[config.mk]
export PLATFORM = sky130hd
export DESIGN_NAME = pwm_buf_chan
export DESIGN_NICKNAME = d
export VERILOG_FILES = /design/src/rtl/pwm_buf_chan_pkg.sv /design/src/rtl/pwm_buf_chan_regs.sv /design/src/rtl/pwm_buf_chan_cnt.sv /design/src/rtl/pwm_buf_chan_wave.sv /design/src/rtl/pwm_buf_chan.sv
export SDC_FILE = /design/constraint.sdc
export NUM_CORES = 1
export LEC_CHECK = 0
export BUFFER_PORTS_ARGS = -buffer_cell sky130_fd_sc_hd__buf_2
export CAP_MARGIN = 0
export CORE_MARGIN = 4
export CORE_UTILIZATION = 41
export CTS_CLUSTER_SIZE = 40
export DETAILED_ROUTE_END_ITERATION = 8
export GPL_TIMING_DRIVEN = 0
export SYNTH_ARGS = -nofsm -noshare
export SYNTH_HDL_FRONTEND = slang
export SYNTH_HIERARCHICAL = 1
export SYNTH_SLANG_ARGS = --single-unit
[constraint.sdc]
create_clock -name clk -period 5.5 [get_ports clk]
set_clock_uncertainty 0.1 [all_clocks]
set_input_delay 0.825 -clock clk [delete_from_list [all_inputs] [get_ports clk]]
set_output_delay 0.825 -clock clk [all_outputs]
set_load 0.02 [all_outputs]
[src/rtl/pwm_buf_chan_pkg.sv]
package pwm_buf_chan_pkg;
  localparam int AW = 3;

  typedef enum logic [AW-1:0] {
    A_CTRL   = 3'd0,
    A_PERIOD = 3'd1,
    A_DUTY   = 3'd2,
    A_STAGE  = 3'd3,
    A_STATUS = 3'd4,
    A_IEN    = 3'd5
  } reg_addr_e;

  localparam int B_EN    = 0;
  localparam int B_POL   = 1;
  localparam int B_ALIGN = 2;
  localparam int B_SEL   = 3;
endpackage

[src/rtl/pwm_buf_chan_regs.sv]
module pwm_buf_chan_regs
  import pwm_buf_chan_pkg::*;
#(
  parameter int CW = 16
) (
  input  logic          clk,
  input  logic          rst_n,
  input  logic          reg_we,
  input  logic          reg_re,
  input  logic [AW-1:0] reg_addr,
  input  logic [CW-1:0] reg_wdata,
  input  logic          eoc,
  output logic [CW-1:0] reg_rdata,
  output logic          en_q,
  output logic          pol_q,
  output logic          align_q,
  output logic          ie_q,
  output logic          flag_q,
  output logic          start,
  output logic          pend_vld_q,
  output logic [CW-1:0] period_q,
  output logic [CW-1:0] duty_q
);
  logic          sel_q;
  logic [CW-1:0] pend_q;

  logic          en_d, pol_d, align_d, sel_d, ie_d, flag_d, pend_vld_d;
  logic [CW-1:0] period_d, duty_d, pend_d;
  logic          wr_ctrl, wr_per, wr_dut, wr_stg, wr_ien, rd_stat;

  always_comb begin
    wr_ctrl = reg_we && (reg_addr == A_CTRL);
    wr_per  = reg_we && (reg_addr == A_PERIOD);
    wr_dut  = reg_we && (reg_addr == A_DUTY);
    wr_stg  = reg_we && (reg_addr == A_STAGE);
    wr_ien  = reg_we && (reg_addr == A_IEN);
    rd_stat = reg_re && (reg_addr == A_STATUS);
    start   = wr_ctrl && reg_wdata[B_EN] && !en_q;
  end

  // next-state logic
  always_comb begin
    en_d       = en_q;
    pol_d      = pol_q;
    align_d    = align_q;
    sel_d      = sel_q;
    ie_d       = ie_q;
    flag_d     = flag_q;
    pend_vld_d = pend_vld_q;
    pend_d     = pend_q;
    period_d   = period_q;
    duty_d     = duty_q;

    if (wr_ctrl) begin
      en_d  = reg_wdata[B_EN];
      sel_d = reg_wdata[B_SEL];
      if (!en_q) begin
        pol_d   = reg_wdata[B_POL];
        align_d = reg_wdata[B_ALIGN];
      end
    end
    if (wr_ien) ie_d = reg_wdata[0];

    if (wr_per && !en_q) period_d = reg_wdata;
    if (wr_dut && !en_q) duty_d   = reg_wdata;

    // commit the staged value at the cycle boundary
    if (eoc && pend_vld_q) begin
      pend_vld_d = 1'b0;
      if (sel_q) period_d = pend_q;
      else       duty_d   = pend_q;
    end
    if (wr_stg) begin
      pend_d     = reg_wdata;
      pend_vld_d = 1'b1;
    end
    if (start) pend_vld_d = 1'b0;

    if (rd_stat) flag_d = 1'b0;
    if (eoc)     flag_d = 1'b1;
  end

  always_ff @(posedge clk or negedge rst_n) begin
    if (!rst_n) begin
      en_q       <= 1'b0;
      pol_q      <= 1'b1;
      align_q    <= 1'b0;
      sel_q      <= 1'b0;
      ie_q       <= 1'b0;
      flag_q     <= 1'b0;
      pend_vld_q <= 1'b0;
      pend_q     <= '0;
      period_q   <= '0;
      duty_q     <= '0;
    end else begin
      en_q       <= en_d;
      pol_q      <= pol_d;
      align_q    <= align_d;
      sel_q      <= sel_d;
      ie_q       <= ie_d;
      flag_q     <= flag_d;
      pend_vld_q <= pend_vld_d;
      pend_q     <= pend_d;
      period_q   <= period_d;
      duty_q     <= duty_d;
    end
  end

  always_comb begin
    reg_rdata = '0;
    case (reg_addr)
      A_CTRL: begin
        reg_rdata[B_EN]    = en_q;
        reg_rdata[B_POL]   = pol_q;
        reg_rdata[B_ALIGN] = align_q;
        reg_rdata[B_SEL]   = sel_q;
      end
      A_PERIOD: reg_rdata    = period_q;
      A_DUTY:   reg_rdata    = duty_q;
      A_STAGE:  reg_rdata    = pend_q;
      A_STATUS: reg_rdata[0] = flag_q;
      A_IEN:    reg_rdata[0] = ie_q;
      default:  reg_rdata    = '0;
    endcase
  end
endmodule

[src/rtl/pwm_buf_chan_cnt.sv]
module pwm_buf_chan_cnt #(
  parameter int CW = 16
) (
  input  logic          clk,
  input  logic          rst_n,
  input  logic          en,
  input  logic          start,
  input  logic          center,
  input  logic [CW-1:0] period,
  output logic [CW-1:0] cnt_q,
  output logic          eoc
);
  localparam logic [CW-1:0] ONE = CW'(1);

  logic          up_q, up_d;
  logic [CW-1:0] cnt_d;
  logic          wrap;

  always_comb begin
    cnt_d = cnt_q;
    up_d  = up_q;
    wrap  = 1'b0;
    if (!center) begin
      if (({1'b0, cnt_q} + {{CW{1'b0}}, 1'b1}) >= {1'b0, period}) begin
        cnt_d = '0;
        wrap  = 1'b1;
      end else begin
        cnt_d = cnt_q + ONE;
      end
      up_d = 1'b1;
    end else if (up_q) begin
      if (cnt_q >= period) begin
        if (cnt_q <= ONE) begin
          cnt_d = '0;
          wrap  = 1'b1;
        end else begin
          cnt_d = cnt_q - ONE;
          up_d  = 1'b0;
        end
      end else begin
        cnt_d = cnt_q + ONE;
      end
    end else begin
      if (cnt_q <= ONE) begin
        cnt_d = '0;
        up_d  = 1'b1;
        wrap  = 1'b1;
      end else begin
        cnt_d = cnt_q - ONE;
      end
    end
    eoc = en && wrap;
  end

  always_ff @(posedge clk or negedge rst_n) begin
    if (!rst_n) begin
      cnt_q <= '0;
      up_q  <= 1'b1;
    end else if (start || !en) begin
      cnt_q <= '0;
      up_q  <= 1'b1;
    end else begin
      cnt_q <= cnt_d;
      up_q  <= up_d;
    end
  end
endmodule

[src/rtl/pwm_buf_chan_wave.sv]
module pwm_buf_chan_wave #(
  parameter int CW = 16
) (
  input  logic          en,
  input  logic          pol,
  input  logic [CW-1:0] cnt,
  input  logic [CW-1:0] period,
  input  logic [CW-1:0] duty,
  output logic          pwm_out
);
  logic active;

  always_comb begin
    active  = en && (duty != '0) && ((cnt < duty) || (duty >= period));
    pwm_out = pol ? active : !active;
  end
endmodule

[src/rtl/pwm_buf_chan.sv]
module pwm_buf_chan
  import pwm_buf_chan_pkg::*;
#(
  parameter int CW = 16
) (
  input  logic          clk,
  input  logic          rst_n,
  input  logic          reg_we,
  input  logic          reg_re,
  input  logic [AW-1:0] reg_addr,
  input  logic [CW-1:0] reg_wdata,
  output logic [CW-1:0] reg_rdata,
  output logic          irq,
  output logic          pwm_out
);
  logic          en_q, pol_q, align_q, ie_q, flag_q, start, pend_vld_q, eoc;
  logic [CW-1:0] period_q, duty_q, cnt_q;

  pwm_buf_chan_regs #(.CW(CW)) regs_i (
    .clk(clk), .rst_n(rst_n), .reg_we(reg_we), .reg_re(reg_re),
    .reg_addr(reg_addr), .reg_wdata(reg_wdata), .eoc(eoc),
    .reg_rdata(reg_rdata), .en_q(en_q), .pol_q(pol_q), .align_q(align_q),
    .ie_q(ie_q), .flag_q(flag_q), .start(start), .pend_vld_q(pend_vld_q),
    .period_q(period_q), .duty_q(duty_q)
  );

  pwm_buf_chan_cnt #(.CW(CW)) cnt_i (
    .clk(clk), .rst_n(rst_n), .en(en_q), .start(start), .center(align_q),
    .period(period_q), .cnt_q(cnt_q), .eoc(eoc)
  );

  pwm_buf_chan_wave #(.CW(CW)) wave_i (
    .en(en_q), .pol(pol_q), .cnt(cnt_q), .period(period_q), .duty(duty_q),
    .pwm_out(pwm_out)
  );

  assign irq = flag_q && ie_q;
endmodule

==> summary.md, run 1 <==
| Metric | Value |
|---|---|
| Leakage power of the design | between 3 and 4 nW |
| Area of the placeable core | ~15,000 um^2 |
| Die outline width | roughly 130 um |
| CTS tree | yes |
| Maximum number of pins on one net before global-route repair | 63 |
| Max-cap viol count | 0 |
| Total congestion overflow after global routing | 0 |
| Number of vias after detailed routing | approximately 5,700 |
| Cell type with the largest total area after synthesis | dfrtp_1 |
| RR Startpoint | cnt_i/cnt_q[3] |
| Worst slew margin | 0.299 |
| Sinks on the clock net | between 70 and 80 |
| Final Routed Wirelength | ~19,000 um |
| Total power | approximately 3 mW |
| Most frequent cells after synthesis | dfrtp_1 (70), ha_1 (66), nor2_1 (61) |
| Kind of start point of the critical path | register |
| Final Max Tran Viols | 0 |
| H-tree depth | 3 |
| Global-route wire length before repair | 30,000 um |
| Sequential element share of the synthesized area | 0.294 |
| Count of fill cells added during filler insertion | roughly 1,400 |
| Placed wire-length estimate after detailed placement | between 10,000 and 15,000 um |
| Per-cell routed wire length | around 20 um |
| Clock latency reported for the late side of the worst-skew pair | between 0.3 and 0.4 ns |
| Fraction of layout instances using a drive strength above 1 | 0.164 |
| Worst voltage drop across the vdd grid | about 0.21 mV |
| Number of top-level pins | roughly 40 |
| Class of the most critical setup path | reg2reg |
| Number of antenna-violating nets in the routed design | 0 |
| Clock transition at the registers of the reported paths | around 0.070 ns |
| Kind of capture point of the worst setup path | register |
| Number of warnings printed during yosys synthesis | 6 |
| Cell types with the largest area share after synthesis | dfrtp_1 (28%), ha_1 (13%), mux2_1 (4.2%), nor2_1 (3.7%), a31oi_1 (3.7%) |
| Summed instance area of the synthesized netlist | just over 6000 um^2 |
| Final Hold Viols | 0 |
| Result of the run | finished clean |
| Input/output buffers | 39 |
| Total setup buffers inserted after CTS | 0 |
| Hold/Removal Path Class | in2async |
| R2R Setup Slk | about 0.66 ns |
| Iteration-0 DRC count of the detailed router | about 460 |
| Final cycle utilization of the critical path | 0.881 |
| Synth Area per Inst | a little under 9 um^2 |
| Largest driver fanout on the critical path | 10 |
| Data arrival at the endpoint of the critical path | 4.97 ns |
| Async S/R FF share, synth | 1.00 |
| Most common flop cell mapped by yosys | dfrtp_1 |
| Total track usage | 0.228 |
| Number of global-route vias before repair | around 5,800 |
| Slew at the pin closest to its max-slew limit | about 1.0 ns |
| Count of flip-flops with a built-in enable after synthesis | 0 |
| Reg2reg end | regs_i/period_q[7] |
| Count of cells along the worst register-to-register path | 16 |
| Die Height | about 130 um |
| Via-to-Cell Ratio | roughly 6.1 |
| Die Outline Area | approximately 17,000 um^2 |
| NumNets Final | 840 |
| Hold_buf cts | 0 |
| Final setup fails | 0 |
| Final weighted congestion in routability-driven placement | 0.911 |
| Maximum clock frequency | between 200 and 250 MHz |
| Antenna cells | 0 |
| Shortest period the worst path allows | between 4 and 5 ns |
| Post-Syn Nets | ~790 |
| Post-Synthesis Cells | 700 |
| Site Rows | between 40 and 50 |
| Clock tree root buffer cell | clkbuf_16 |
| Initial antenna violation count | 0 |
| DRC errors left | 0 |
| RSZ-0062 raised after global routing | false |
| Most instantiated library cell after synthesis | dfrtp_1 |
| Layout Area Growth over Synthesis | 12.6% |
| Share of the synthesized area in the top cell type | 0.285 |
| Total of flip-flops plus latches after synthesis | a little over 70 |
| Data required, critical path | between 5 and 6 ns |
| Resized Gates After CTS | 0 |
| First-pass iteration count of the detailed router | 5 |
| Max Root-Sink Buffers | 2 |
| Total clock buffers created by CTS | 9 |
| Synth cell types | 73 |
| Power Density | between 400 and 500 nW/um^2 |
| Starting utilization of the core area | 0.421 |
| TNS Setup | 0 ns |
## how the worst max path moves through the flow
stage	start	to	slack, ns	cells past startpoint
2_1_floorplan	cnt_i/cnt_q[3]	regs_i/period_q[5]	1.89	17
3_5_place_dp	cnt_i/cnt_q[3]	regs_i/period_q[8]	0.87	16
3_3_place_gp	cnt_i/cnt_q[3]	regs_i/period_q[11]	0.94	17
5_1_grt	cnt_i/cnt_q[3]	regs_i/period_q[6]	0.40	16
6_report	cnt_i/cnt_q[3]	regs_i/period_q[7]	0.66	16
4_1_cts	cnt_i/cnt_q[3]	regs_i/period_q[7]	0.78	16
## cell usage in the layout (no fill, tap or decap), types with 11 or more instances in the layout
| master | count |
|---|---|
| dfrtp_1 | 70 |
| ha_1 | 66 |
| nor2_1 | 61 |
| inv_1 | 58 |
| buf_2 | 55 |
| a21oi_1 | 39 |
| o21ai_1 | 39 |
| nand3_1 | 37 |
| a31oi_1 | 36 |
| nand2_1 | 32 |
| mux2_1 | 23 |
| o21ai_0 | 18 |
| a22oi_1 | 13 |
| xor2_1 | 12 |
| xnor2_1 | 12 |
| nor2b_1 | 12 |
| mux2_2 | 11 |
## report_power, final
group          switching, mW  leakage [nW]  internal (mW)
sequential             0.263         0.883          0.701
clock                  0.257         0.149          0.400
combinational          0.793          2.18          0.581
total                   1.31          3.21           1.68
## per-layer routing
layer  wire (um)  global-route usage  vias up  part of all wire
met5           0                   0        -                 0
met4         601               0.105        0             0.032
met3        1050              0.0305       42             0.056
met2        8750               0.366      234              0.47
met1        8380               0.307     2747              0.45
li1            -                   -     2672                 -
## sequential cells by signal (all words and copies together) (netlist names)
register,flops
regs_i/ie_q,1
regs_i/sel_q,1
cnt_i/up_q,1
regs_i/pol_q,1
regs_i/pend_q,16
regs_i/period_q,16
regs_i/en_q,1
regs_i/flag_q,1
regs_i/align_q,1
regs_i/duty_q,16
cnt_i/cnt_q,16
regs_i/pend_vld_q,1
## cell type report
cell class,instances,area [um^2],area share
Buffer,36,216,0.0313
Multi-Input combinational cell,534,3910,0.565
Tap cell,184,230,0.0332
Inverter,58,218,0.0314
Clock buffer,10,229,0.0331
Timing Repair Buffer,40,225,0.0325
Sequential cell,72,1800,0.261
Clock inverter,6,92.6,0.0134
## critical path: stages (launching register included)
cell and delay (ns):
dfrtp_1 0.51, buf_4 0.24, nand4_1 0.21, nor3_2 0.45, nand2_1 0.12, xnor2_1 0.19
ha_1 0.35, nand2b_1 0.07, a2111oi_0 0.43, o21ai_0 0.21, nand4_1 0.17, a21boi_1 0.37
and2_1 0.31, nand3_1 0.36, clkbuf_1 0.39, nor2_1 0.17, a21oi_1 0.06
## stage by stage
| step | hold slack, ns | util | setup slack [ns] | cell area [um^2] | instances |
|---|---|---|---|---|---|
| 2_1_floorplan | 0.356 | - | 1.89 | 6150 | 700 |
| 3_3_place_gp | 0.373 | 0.451 | 0.943 | 6570 | 923 |
| 4_1_cts | 0.211 | 0.475 | 0.783 | 6920 | 940 |
| 3_5_place_dp | 0.387 | 0.453 | 0.874 | 6600 | 924 |
| 6_report | 0.212 | 0.475 | 0.657 | 6920 | 940 |
| 5_1_grt | 0.224 | 0.475 | 0.395 | 6920 | 940 |
## logic make-up after synthesis
kind of cell	share of synthesized area
muxes	0.0749
AOI/OAI and AO/OA	0.197
and+or+nand+nor	0.195
buffers and inverters	0.0706
DFF	0.294
xor gates and xnor gates	0.0342
adders and majority gates	0.134
No activity file was read; power rests on OpenSTA's default activity.
==> run 2, diff against run 1 <==
- CORE_MARGIN: 4 -> default
- SYNTH_HIERARCHICAL: 1 -> default
- clock period: 5.5 -> 6 ns (I/O delays scaled with it)
==> run 2 against run 1 <==
Net effect: register-to-register slack gained 0.25 ns; highest routed layer unchanged; critical path depth shrank 2; count of clock-buffer cells in the layout grew 1; combinational power shrank 20%; fmax shrank 4.9%; wire length shrank 17%; first-iteration DRC count shrank 38%; cell count shrank 11%; synthesized cell count shrank 13%; utilization grew 0.59 points; sequential cell count is the same; power shrank 19%.
==> summary.md, run 2 <==
| Metric | Value |
|---|---|
| Result of the run | finished clean |
| Slew at the pin closest to its max-slew limit | 0.826 ns |
| Data arrival at the endpoint of the critical path | ~5.2 ns |
| Die Height | roughly 120 um |
| NumNets Final | between 700 and 800 |
| Combinational family with the most area after synthesis | simple AND/OR/NAND/NOR gates |
| Final weighted congestion in routability-driven placement | a little over 0.9 |
| Share of cell area taken by muxes after synthesis | 0.157 |
| Post-Route M1 WL | slightly above 7000 um |
| Count of cells along the worst register-to-register path | 14 |
| Most common library cell in the layout ignoring fill and taps | nand2_1 |
| Clock transition at the registers of the reported paths | 0.06 ns |
| Maximum clock frequency | between 150 and 200 MHz |
| Die Outline Area | about 15,000 um^2 |
| Synth cell types | 66 |
| Kind of capture point of the worst setup path | register |
| Simple logic cell fraction of the synthesized area | 0.179 |
| Top Metal Used | met4 |
| Setup WS post-layout | a little over 0.9 ns |
| Total clock buffers created by CTS | 9 |
| Worst voltage drop across the vdd grid | between 0.2 and 0.25 mV |
| Initial antenna violation count | 0 |
| Post-place setup slack | between 0.9 and 1 ns |
| Class of the most critical setup path | reg2reg |
| Final setup fails | 0 |
| Resized Gates After CTS | 0 |
| Detailed route wirelength on metal2 | approximately 7200 um |
| Total cell area at the placement stage | just over 6000 um^2 |
| Hold/Removal Path Class | in2async |
| Summed instance area of the synthesized netlist | about 5800 um^2 |
| Input/output buffers | 39 |
| Worst setup path startpoint | cnt_i.cnt_q[2] |
| Global-route wire length before repair | ~26,000 um |
| First-pass iteration count of the detailed router | 5 |
| Post-Synthesis Cells | between 600 and 700 |
| Final Routed Wirelength | around 16,000 um |
| Parity-gate share of the synthesized area counting xor and xnor cells | 0.0365 |
| Kind of start point of the critical path | register |
| Most frequent cells after synthesis | nand2_1 (74), dfrtp_1 (70), ha_1 (66) |
| Fraction of layout instances using a drive strength above 1 | 0.206 |
| Share of the synthesized area in the top cell type | 0.304 |
| CTS tree | yes |
| Number of antenna-violating nets in the routed design | 0 |
| Hold_buf cts | 0 |
| RR Startpoint | cnt_i.cnt_q[2] |
| Final Max Tran Viols | 0 |
| Shortest period the worst path allows | approximately 5.1 ns |
| Most common flop cell mapped by yosys | dfrtp_1 |
| Largest driver fanout on the critical path | 10 |
| Iteration-0 DRC count of the detailed router | about 290 |
| Non-Filler Cell Area, Final | roughly 6500 um^2 |
| Commonest cells after routing, fill and taps aside | nand2_1 (74), dfrtp_1 (70), ha_1 (66), mux2_2 (60), buf_2 (39) |
| Total setup buffers inserted after CTS | 0 |
| Synth Area per Inst | about 9.5 um^2 |
| Final cycle utilization of the critical path | 0.849 |
| Number of warnings printed during yosys synthesis | 0 |
| Via-to-Cell Ratio | approximately 5.7 |
| Antenna cells | 0 |
| H-tree depth | 3 |
| Site Rows | 42 |
| Clock tree root buffer cell | clkbuf_16 |
| TNS Setup | 0 ns |
| Total track usage | 0.232 |
| Sinks on the clock net | 72 |
| Adder and majority gate portion of the synthesized area | 0.143 |
| Met3 wire length | about 730 um |
| DRC errors left | 0 |
| Clock latency reported for the late side of the worst-skew pair | ~0.35 ns |
| Number of global-route vias before repair | between 4,000 and 5,000 |
| Area of the placeable core | between 10,000 and 15,000 um^2 |
| Final Hold Viols | 0 |
| Cell types with the largest area share after synthesis | dfrtp_1 (30%), ha_1 (14%), mux2_2 (12%), nand2_1 (4.8%), a22oi_1 (2.9%) |
| Layout Area Growth over Synthesis | 12.2% |
| Post-Syn Nets | approximately 700 |
| Data required, critical path | roughly 6.1 ns |
| Leakage power of the design | between 3 and 4 nW |
| Max Root-Sink Buffers | 2 |
| Complex-gate fraction of the synthesized area | 0.127 |
| Most instantiated library cell after synthesis | nand2_1 |
| Count of flip-flops with a built-in enable after synthesis | 0 |
| Number of top-level pins | 41 |
| Cell type with the largest total area after synthesis | dfrtp_1 |
| Maximum number of pins on one net before global-route repair | 39 |
| Die outline width | ~120 um |
| RSZ-0062 raised after global routing | false |
| Placed wire-length estimate after detailed placement | approximately 12,000 um |
| Sequential element share of the synthesized area | 0.313 |
| Starting utilization of the core area | 0.428 |
| Number of vias after detailed routing | between 4,000 and 5,000 |
| Async S/R FF share, synth | 1.00 |
| Worst slew margin | 0.442 |
| Power Density | roughly 370 nW/um^2 |
| Total of flip-flops plus latches after synthesis | 72 |
| Per-cell routed wire length | 18.5 um |
| Total congestion overflow after global routing | 0 |
| Max-cap viol count | 0 |
-- run 2: cell types whose count changed in the layout (fill, tap and decap cells not counted), moves of 23 or more --
cell,previous run,this run
mux2_2,11,60
mux2_1,23,0
nor2_1,61,28
a21oi_1,39,16
o21ai_1,39,1
nand2_1,32,74
a31oi_1,36,5
-- run 2: path summary, 6_finish.rpt --
check / end / slack (ns)
max: regs_i.duty_q[8] / 0.91
min: cnt_i.cnt_q[11] / 0.41
max reg2reg: regs_i.duty_q[8] / 0.91
min reg2reg: regs_i.pend_q[0] / 0.44
max in group asynchronous: cnt_i.up_q / 4.77
min in group clk: regs_i.pend_q[0] / 0.44
-- run 2: stage by stage --
stage               cells  hold WS (ns)  utilization  total power [mW]
floorplan             609         0.373            -              1.58
global placement      824         0.401        0.459              1.85
detailed placement    825         0.407        0.461              1.91
CTS                   841         0.427        0.480              2.42
global route          841         0.445        0.480              2.61
finish                841         0.414        0.480              2.41
-- run 2: final cells by class --
cell class	instances	area (um^2)
clock inverter	5	33.8
multi-input combinational	473	3700
tap	176	220
clock buffer	11	233
fill	1320	6990
inverter	37	139
sequential	72	1800
timing repair buffer	40	218
buffer	27	114
-- run 2: critical path, stage by stage, from the launching register on --
cell and delay (ns):
dfrtp_1 0.41, clkbuf_1 0.36, nand3_1 0.29, nor3_1 0.64, nand3_1 0.18, xnor2_1 0.19
ha_1 0.31, nand4_1 0.11, or3_1 0.41, or4_4 0.52, nand3_2 0.12, o21ai_4 0.12
nor4b_4 0.61, buf_6 0.28, mux2_4 0.31
-- run 2: cell families (layout without fill, tap and decap cells) --
family | Yosys count | after routing
simple gates | 201 | 201
compound gates | 108 | 108
mux | 74 | 74
flops | 72 | 72
fa+ha+maj | 66 | 66
buf+inv | 64 | 120
xor+xnor | 24 | 24
-- run 2: layer usage --
metal	global-route usage	up-vias
li1	-	2319
met1	0.309	2320
met2	0.367	114
met3	0.0476	26
met4	0.0941	0
met5	0	-
-- run 2: power breakdown --
part | switching, mW | leakage [nW] | internal [mW]
clock network | 0.217 | 0.126 | 0.279
logic | 0.576 | 2.07 | 0.526
registers | 0.185 | 0.898 | 0.630
